--- config.mk ---
export PLATFORM = sky130hd
export DESIGN_NAME = irq_aggregator
export DESIGN_NICKNAME = d
export VERILOG_FILES = /design/src/rtl/irq_aggregator.sv
export SDC_FILE = /design/constraint.sdc
export NUM_CORES = 1
export LEC_CHECK = 0
export CORE_ASPECT_RATIO = 1.5
export CORE_MARGIN = 1.5
export CORE_UTILIZATION = 49
export DETAILED_ROUTE_END_ITERATION = 10
export PLACE_DENSITY = 0.79
export SETUP_SLACK_MARGIN = 0.15
export SLEW_MARGIN = 20
export SYNTH_ARGS = -nofsm -noshare
export SYNTH_HDL_FRONTEND = slang
export SYNTH_SLANG_ARGS = --single-unit
--- constraint.sdc ---
create_clock -name clk -period 1.65 [get_ports clk]
set_input_delay 0.165 -clock clk [delete_from_list [all_inputs] [get_ports clk]]
set_output_delay 0.165 -clock clk [all_outputs]
set_load 0.02 [all_outputs]
--- src/rtl/irq_aggregator.sv ---
module irq_aggregator #(
  parameter int USB_W     = 8,
  parameter int DMA_W     = 32,
  parameter int PULSE_CYC = 6
) (
  input  logic               clk,
  input  logic               rst_n,
  input  logic [USB_W-4:0]   usb_evt,
  input  logic [DMA_W-1:0]   dma_evt,
  input  logic [2:0]         pipe_ack,
  input  logic [2:0]         pipe_nak,
  input  logic               wr_en,
  input  logic [2:0]         wr_addr,
  input  logic [3:0]         wr_be,
  input  logic [31:0]        wr_data,
  input  logic [2:0]         rd_addr,
  output logic [31:0]        rd_data,
  output logic               irq_o
);
  localparam int CW = $clog2(PULSE_CYC + 1);

  logic [USB_W-1:0] ust, uen;
  logic [DMA_W-1:0] dst, den;
  logic [7:0]       cfg;
  logic             gen;
  logic [2:0]       nak_seen, pipe_evt;
  logic             act;
  logic [CW-1:0]    cnt;

  wire [31:0] bmask = {{8{wr_be[3]}}, {8{wr_be[2]}}, {8{wr_be[1]}}, {8{wr_be[0]}}};
  wire [31:0] wmask = wr_data & bmask;
  wire wr_ust = wr_en && wr_addr == 3'd0;
  wire wr_uen = wr_en && wr_addr == 3'd1;
  wire wr_dst = wr_en && wr_addr == 3'd2;
  wire wr_den = wr_en && wr_addr == 3'd3;
  wire wr_cfg = wr_en && wr_addr == 3'd4;
  wire wr_mod = wr_en && wr_addr == 3'd5;

  for (genvar p = 0; p < 3; p++) begin : g_pipe
    wire [1:0] md = cfg[2+2*p +: 2];
    assign pipe_evt[p] = pipe_ack[p] |
                         (pipe_nak[p] & ((md == 2'b00) | (md == 2'b10 && !nak_seen[p])));
    always_ff @(posedge clk or negedge rst_n)
      if (!rst_n)              nak_seen[p] <= 1'b0;
      else if (pipe_ack[p])    nak_seen[p] <= 1'b0;
      else if (pipe_nak[p])    nak_seen[p] <= 1'b1;
  end

  wire [USB_W-1:0] usb_set = {usb_evt, pipe_evt};
  wire any = |(ust & uen) | |(dst & den);

  always_ff @(posedge clk or negedge rst_n) begin
    if (!rst_n) begin
      ust <= '0; uen <= '0; dst <= '0; den <= '0;
      cfg <= '0; gen <= 1'b0; act <= 1'b0; cnt <= '0;
    end else begin
      ust <= (ust & ~(wr_ust ? wmask[USB_W-1:0] : '0)) | usb_set;
      dst <= (dst & ~(wr_dst ? wmask[DMA_W-1:0] : '0)) | dma_evt;
      if (wr_uen) uen <= (uen & ~bmask[USB_W-1:0]) | wmask[USB_W-1:0];
      if (wr_den) den <= (den & ~bmask[DMA_W-1:0]) | wmask[DMA_W-1:0];
      if (wr_cfg) cfg <= (cfg & ~bmask[7:0]) | wmask[7:0];
      if (wr_mod && wr_be[0]) gen <= wr_data[0];
      if (any && gen)  act <= 1'b1;
      else if (!any)   act <= 1'b0;
      if (!act && any && gen) cnt <= CW'(PULSE_CYC);
      else if (cnt != '0)     cnt <= cnt - 1'b1;
    end
  end

  wire phase = cfg[1] ? (cnt != '0) : act;
  assign irq_o = cfg[0] ? phase : ~phase;

  always_comb begin
    rd_data = '0;
    case (rd_addr)
      3'd0: rd_data[USB_W-1:0] = ust;
      3'd1: rd_data[USB_W-1:0] = uen;
      3'd2: rd_data[DMA_W-1:0] = dst;
      3'd3: rd_data[DMA_W-1:0] = den;
      3'd4: rd_data[7:0]       = cfg;
      3'd5: rd_data[0]         = gen;
      default: rd_data = '0;
    endcase
  end

  assert_latch_R2: assert property (@(posedge clk) disable iff (!rst_n)
    (dma_evt != '0) |=> ((dst & $past(dma_evt)) == $past(dma_evt)));
  assert_gate_off_R5: assert property (@(posedge clk) disable iff (!rst_n)
    (!act && !gen) |=> !act);
  assert_hold_R6: assert property (@(posedge clk) disable iff (!rst_n)
    (act && any) |=> act);
  assert_release_R7: assert property (@(posedge clk) disable iff (!rst_n)
    !any |=> !act);
  assert_pulse_len_R8: assert property (@(posedge clk) disable iff (!rst_n)
    (cnt != '0) |=> (cnt == $past(cnt) - 1'b1) || (cnt == CW'(PULSE_CYC)));
endmodule

==> results.json, run 1 <==
{
  "outcome": "finished with violations",
  "first_iter_violations": 255,
  "power_density_nw_per_um2": 984,
  "detail_route.wirelength_um": 14300,
  "via_count": 3969,
  "pre_cts_ws_ns": -0.603,
  "synth-seq-area-share_pct": 53.6,
  "drv_cap": 0,
  "cts_tree": "done",
  "synthArstFlopShare_pct": 100,
  "synthFlopType": "dfrtp_1",
  "synth_edf_count": 0,
  "violations": "setup timing",
  "die_height_um": 120,
  "final-setup-viol-count": 4,
  "ir_drop_mv": 0.782,
  "place_congestion": 0.960,
  "hold_violations": 0,
  "drtAntennaViolNets": 0,
  "finalWorstSetupSlack_ns": -0.0496,
  "core_area_um2": 8880,
  "synth.avg_cell_area_um2": 11.9,
  "syn_nets": 467,
  "syn_area_um2": 4480,
  "die_x_um": 81.1,
  "dpl.hpwl_um": 9990,
  "cts.sinks": 96,
  "clk_pin_slew_ns": 0.07,
  "ys_warn_count": 0,
  "reg2reg_slack_ns": -0.05,
  "syn_to_final_growth_pct": 53.6,
  "antenna_found_initial": 0,
  "final_common_cell": "dfrtp_1",
  "worstMarginPinSlew_ns": 0.477,
  "fin_nets": 657,
  "dieArea_um2": 9740,
  "overflow": 0,
  "wire_per_inst_um": 21.0,
  "cts_max_path_buffers": 2,
  "rows": 42,
  "synth_cell_types": 34,
  "cp-start-kind": "flip-flop",
  "utilization_pct": 77.6,
  "max_slew_margin_pct": 68.2,
  "cp-end-kind": "flip-flop",
  "ys_ff_latch": 96,
  "grt_pass1_wl_um": 22000,
  "io_pins": 121,
  "critical_path_class": "reg -> reg",
  "rsz0062_at_grt": "yes",
  "clkLatencyLatePin_ns": 0.34,
  "cts_root_buf": "clkbuf_16",
  "via_per_inst": 5.83,
  "drive_gt1_share_pct": 37.8,
  "diodes": 0,
  "first_global_vias": 4291,
  "cts_buffers": 9,
  "globalRouteTotalUtil_pct": 30.9,
  "firstDrtPassIters": 4,
  "start_util_pct": 50.5,
  "cp.required_ns": 1.88,
  "clock_skew_ns": 0.00764,
  "path_max_fanout": 3,
  "grt_max_degree": 42,
  "drv_slew": 0,
  "drc": 0,
  "port_buffers": 120,
  "finalCritPeriodShare_pct": 103,
  "final_cell_mix": "96 x dfrtp_1, 81 x clkdlybuf4s50_1, 60 x buf_4, 48 x mux2_2, 44 x nand2_1",
  "max_freq_mhz": 588,
  "critPathArrivalTime_ns": 1.93,
  "min_period_ns": 1.70,
  "synth_cells": 377,
  "holdCritPathClass": "in -> async",
  "leakagePower_nw": 2.89,
  "htree_levels": 3
}
[cells by family (layout without fill, tap and decap cells)]
kind of cell / Yosys count / after routing / share of synthesized area [%]
multiplexers: 59 / 59 / 15.0
XOR/XNOR: 2 / 2 / 0.391
AO/OA/AOI/OAI: 113 / 113 / 19.5
AND/OR/NAND/NOR: 85 / 85 / 8.93
flip-flops: 96 / 96 / 53.6
adder cells (fa/ha/maj): 2 / 2 / 0.558
buffers and inverters: 20 / 214 / 1.98
[what timing repair did]
| item | 4_1_cts | 5_1_grt |
|---|---|---|
| setup buffers | 9 | 6 |
| hold buffers | 1 | 0 |
| hold endpoints to repair | 30 | 0 |
| cloned | 2 | 0 |
| pin swaps | 9 | 6 |
| setup endpoints to repair | 42 | 48 |
| resized for setup | 175 | 33 |
[final cells by class]
class                      count  area, µm²
sequential                    96       2400
timing repair buffer         192       1850
multi-input combinational    261       2200
clock buffer                  12        246
inverter                       7       26.3
clock inverter                 3       18.8
tap                          110        138
fill                         578       1990
[cells in the mapped netlist, types with 2 or more instances]
cell type,instances,area [µm²]
a211o_1,4,35.0
a211oi_1,3,22.5
a21o_1,37,278
a21oi_1,2,10.0
a221oi_1,4,35.0
a22o_1,28,245
a22oi_1,26,195
and2_1,4,25.0
buf_2,11,55.1
clkbuf_1,2,7.51
dfrtp_1,96,2400
ha_1,2,25.0
inv_1,7,26.3
mux2_1,2,22.5
mux2_2,54,608
mux2i_1,2,20.0
nand2_1,44,165
nand2_2,4,25.0
nand2b_1,5,31.3
nand4_1,3,18.8
nor2_1,14,52.6
nor2_2,2,12.5
nor2b_1,2,12.5
nor3_1,2,10.0
o22ai_1,8,50.1
[routing by layer]
metal | up-vias | global-route usage, % | wire length, µm
met5 | - | 0 | 0
met4 | 0 | 17.9 | 777
met3 | 53 | 4.33 | 645
met2 | 164 | 55.6 | 7940
met1 | 1974 | 33.4 | 4960
li1 | 1778 | - | -
[final timing paths]
kind	to	depth (start not counted)
min in group clk	dst[14]$_DFF_PN0_	2
max	cnt[2]$_DFFE_PN0P_	6
max in group asynchronous	ust[6]$_DFF_PN0_	3
max reg2reg	cnt[2]$_DFFE_PN0P_	6
min	nak_seen[1]$_DFFE_PN0P_	2
min reg2reg	dst[0]$_DFF_PN0_	1
[worst max-delay path, cell delays in order, from the launching register on]
cell and delay (ns):
dfrtp_1 0.38, a22o_1 0.27, a221oi_4 0.24, buf_4 0.17, and4_4 0.24, a21oi_2 0.07
a211o_1 0.23
[metrics by stage]
step / power, mW / setup TNS, ns / hold WS, ns / instances / area, µm²
CTS: 6.69 / -0.114 / 0.338 / 675 / 6780
finish: 6.78 / -0.0977 / 0.314 / 681 / 6890
global route: 7.05 / -0.372 / 0.370 / 681 / 6890
global placement: 4.57 / -20.40 / 0.142 / 648 / 6290
floorplan: 3.73 / 0 / -0.131 / 377 / 4480
detailed placement: 4.65 / -24.27 / 0.149 / 648 / 6290
[power breakdown]
part	switching (mW)	internal [mW]	leakage, nW	total, mW
clock network	0.860	1.05	0.132	1.91
logic	0.786	1.09	1.72	1.88
registers	0.291	2.69	1.04	2.98
Note: power is estimated with default switching activity, not from simulation.
==> run 2, diff against run 1 <==
Settings changed: HOLD_SLACK_MARGIN set to 0.03.
==> results of run 2 <==
No change in the layout: final DEF, timing and power equal those of run 1.
==> run 3, diff against run 2 <==
Settings changed: CORE_UTILIZATION 49 to 59, DONT_BUFFER_PORTS set to 1, PLACE_DENSITY 0.79 to 0.73.
==> results.json, run 3 <==
{
  "outcome": "stopped before the end",
  "haltStage": "4_1_cts",
  "first-error": "[ERROR RSZ-0060] Max buffer count reached.",
  "synthArstFlopShare_pct": 100,
  "port_buffers": 0,
  "ys_warn_count": 0,
  "placed_area_um2": 4710,
  "synth_top_area_cell": "dfrtp_1",
  "cts_root_buf": "clkbuf_8",
  "start_util_pct": 61.6,
  "die_height_um": 110,
  "synth.avg_cell_area_um2": 11.9,
  "synth_common_cells": "96 x dfrtp_1, 54 x mux2_2, 44 x nand2_1",
  "place_congestion": 0.866,
  "cts_buffers": 9,
  "synthXorXnorAreaFrac_pct": 0.391,
  "htree_levels": 3,
  "io_pins": 121,
  "synth_cell_types": 34,
  "dpl.hpwl_um": 8010,
  "syn_area_um2": 4480,
  "synth-seq-area-share_pct": 53.6,
  "post-synth-top-count-cell": "dfrtp_1",
  "synth_edf_count": 0,
  "synthTopCellsByArea": "dfrtp_1 54%, mux2_2 14%, a21o_1 6.2%",
  "post_cts_resize_count": 30,
  "rows": 38,
  "syn_nets": 467,
  "synth-simple-area-share_pct": 8.93,
  "holdBufCountCts": 104,
  "die_x_um": 74.2,
  "synth_compound_area_share_pct": 19.5,
  "synthFlopType": "dfrtp_1",
  "cts.sinks": 96,
  "post_cts_buffers": 19,
  "muxShareOfSynthArea_pct": 15.0,
  "synth_top_family_by_area": "compound AO/OA/AOI/OAI gates",
  "ys_ff_latch": 96,
  "synth_cells": 377,
  "cts_max_path_buffers": 2,
  "synth_top_area_share_pct": 53.6,
  "synthAdderAreaFrac_pct": 0.558
}
## run 3: cell counts after synthesis
No cell type changed its count.
## run 3: cells by family after synthesis
kind of cell,Yosys count
AOI/OAI and AO/OA,113
xor gates and xnor gates,2
adders and majority gates,2
buffers and inverters,20
DFF,96
muxes,59
and+or+nand+nor,85
## run 3: metrics by stage
step	setup WS [ns]	util, %	instances	hold slack [ns]
after detailed placement	-0.0106	64.8	482	-0.129
after global placement	0.0422	64.8	482	-0.128
after floorplan	0.232	-	377	-0.131
==> run 4, diff against run 3 <==
Settings changed: CORE_ASPECT_RATIO 1.5 to unset, CORE_UTILIZATION 59 to 40, HOLD_SLACK_MARGIN 0.03 to unset, PLACE_DENSITY 0.73 to unset, PLACE_DENSITY_LB_ADDON set to 0.15, SETUP_SLACK_MARGIN 0.15 to unset.
==> results.json, run 4 (same netlist as run 1, synthesis figures left out) <==
{
  "outcome": "finished with violations",
  "violations": "hold timing, setup timing",
  "final_common_cell": "dlygate4sd3_1",
  "ir_drop_mv": 0.811,
  "port_buffers": 0,
  "globalRouteTotalUtil_pct": 24.6,
  "core_area_um2": 10900,
  "syn_to_final_growth_pct": 45.9,
  "crit_chain": "buf_6 > mux2_4 > a22oi_2 > o22ai_1 > buf_4",
  "holdBufCountCts": 112,
  "path_max_fanout": 2,
  "detail_route.wirelength_um": 13800,
  "die_height_um": 109,
  "grt_pass1_wl_um": 21400,
  "finalCritPeriodShare_pct": 104,
  "max_slew_margin_pct": 71.1,
  "via_per_inst": 5.56,
  "start_util_pct": 41.2,
  "multi_input_area_um2": 2180,
  "power.switching_mw": 1.74,
  "overflow": 0,
  "grt_max_degree": 97,
  "clock_skew_ns": 0.00862,
  "cts_buffers": 9,
  "power_frac_comb_pct": 25.0,
  "worstMarginPinSlew_ns": 0.432,
  "clockPowerShare_pct": 26.2,
  "finalWorstSetupSlack_ns": -0.0741,
  "fin_nets": 627,
  "cts.sinks": 96,
  "dieArea_um2": 11900,
  "dpl.hpwl_um": 8790,
  "holdWs_ns": -0.522,
  "via_count": 3793,
  "drc": 0,
  "first_iter_violations": 213,
  "antenna_found_initial": 0,
  "io_pins": 121,
  "rows": 38,
  "cpPeakStageDelay_ns": 0.40,
  "firstDrtPassIters": 4,
  "cts_max_path_buffers": 2,
  "first_global_vias": 3979,
  "power_density_nw_per_um2": 934,
  "hold_violations": 96,
  "clkLatencyLatePin_ns": 0.37,
  "cts_tree": "done",
  "regArea_um2": 2400,
  "clk_pin_slew_ns": 0.09,
  "crit_slowest_cell": "dfrtp_1",
  "drv_slew": 0,
  "max_freq_mhz": 580,
  "fill_cells": 892,
  "internal_power_mw": 4.37,
  "die_x_um": 109,
  "final_cell_mix": "112 x dlygate4sd3_1, 96 x dfrtp_1, 48 x mux2_2, 44 x nand2_1, 41 x buf_4",
  "diodes": 0,
  "drv_cap": 0,
  "drtAntennaViolNets": 0,
  "place_congestion": 0.813,
  "cp-start-kind": "flip-flop",
  "critPathArrivalTime_ns": 1.56,
  "drive_gt1_share_pct": 29.9,
  "critical_path_class": "reg -> out",
  "switching_share_pct": 28.4,
  "min_period_ns": 1.72,
  "rsz0062_at_grt": "yes",
  "holdCritPathClass": "in -> async",
  "wire_per_inst_um": 20.2,
  "seqPwrFrac_pct": 48.8,
  "cp-end-kind": "primary output",
  "cts_root_buf": "clkbuf_8",
  "cp.required_ns": 1.48,
  "setup_tns_ns": -0.291,
  "final-setup-viol-count": 6,
  "htree_levels": 3,
  "leakagePower_nw": 2.53
}
## run 4: worst max-delay path: cells and delay by family (launching register included)
family,cells,cell delay [ns]
flops,1,0.40
mux,1,0.26
compound gates,2,0.25
buf+inv,2,0.29
## run 4: final cells by class
type	count	share of cell area, %
clock buffer	11	2.32
clock inverter	5	0.823
inverter	7	0.402
multi-input combinational	261	33.4
sequential	96	36.7
tap	140	2.68
timing repair buffer	162	23.7
## run 4: final timing paths
check,from,to,slack [ns],depth (start not counted)
worst max-delay path,dst[6]$_DFF_PN0_,rd_data[6],-0.07,5
max in group asynchronous,rst_n,async pin,2.04,0
worst max register to register,ust[6]$_DFF_PN0_,cnt[2]$_DFFE_PN0P_,0.04,5
worst min-delay path,rst_n,dst[31]$_DFF_PN0_,-0.52,0
min in group clk,wr_addr[0],gen$_DFFE_PN0P_,0.03,2
worst min register to register,flip-flop,flip-flop,0.54,1
## run 4: power by group through the flow
stage	Clock, mW	Combinational (mW)	Sequential [mW]
finish	1.60	1.53	2.98
global route	1.74	1.63	3.03
CTS	1.65	1.42	2.96
detailed placement	0	1.07	3.00
global placement	0	1.05	2.99
floorplan	0	0.818	2.91
## run 4: routing by layer
layer | wire, µm | GRT usage (%) | vias up
li1 | - | - | 1717
met1 | 5750 | 30.7 | 1936
met2 | 6860 | 41.4 | 120
met3 | 845 | 5.56 | 20
met4 | 299 | 9.21 | 0
met5 | 0 | 0 | -
## run 4: repair_timing
item	in CTS	in global routing
setup endpoints to repair	9	34
hold endpoints to repair	188	96
buffers inserted	11	7
cloned	0	0
pin swaps	6	11
gates resized for setup	25	22
## run 4: through the flow
stage	area, µm²	utilization (%)	worst slack (ns)	instances	total power, mW
finish	6540	60.1	-0.0741	682	6.11
global route	6540	60.1	-0.148	682	6.40
CTS	6380	58.6	-0.107	675	6.03
detailed placement	4870	44.7	-0.00677	536	4.07
global placement	4870	44.7	-0.0305	536	4.04
floorplan	4480	-	0.232	377	3.73
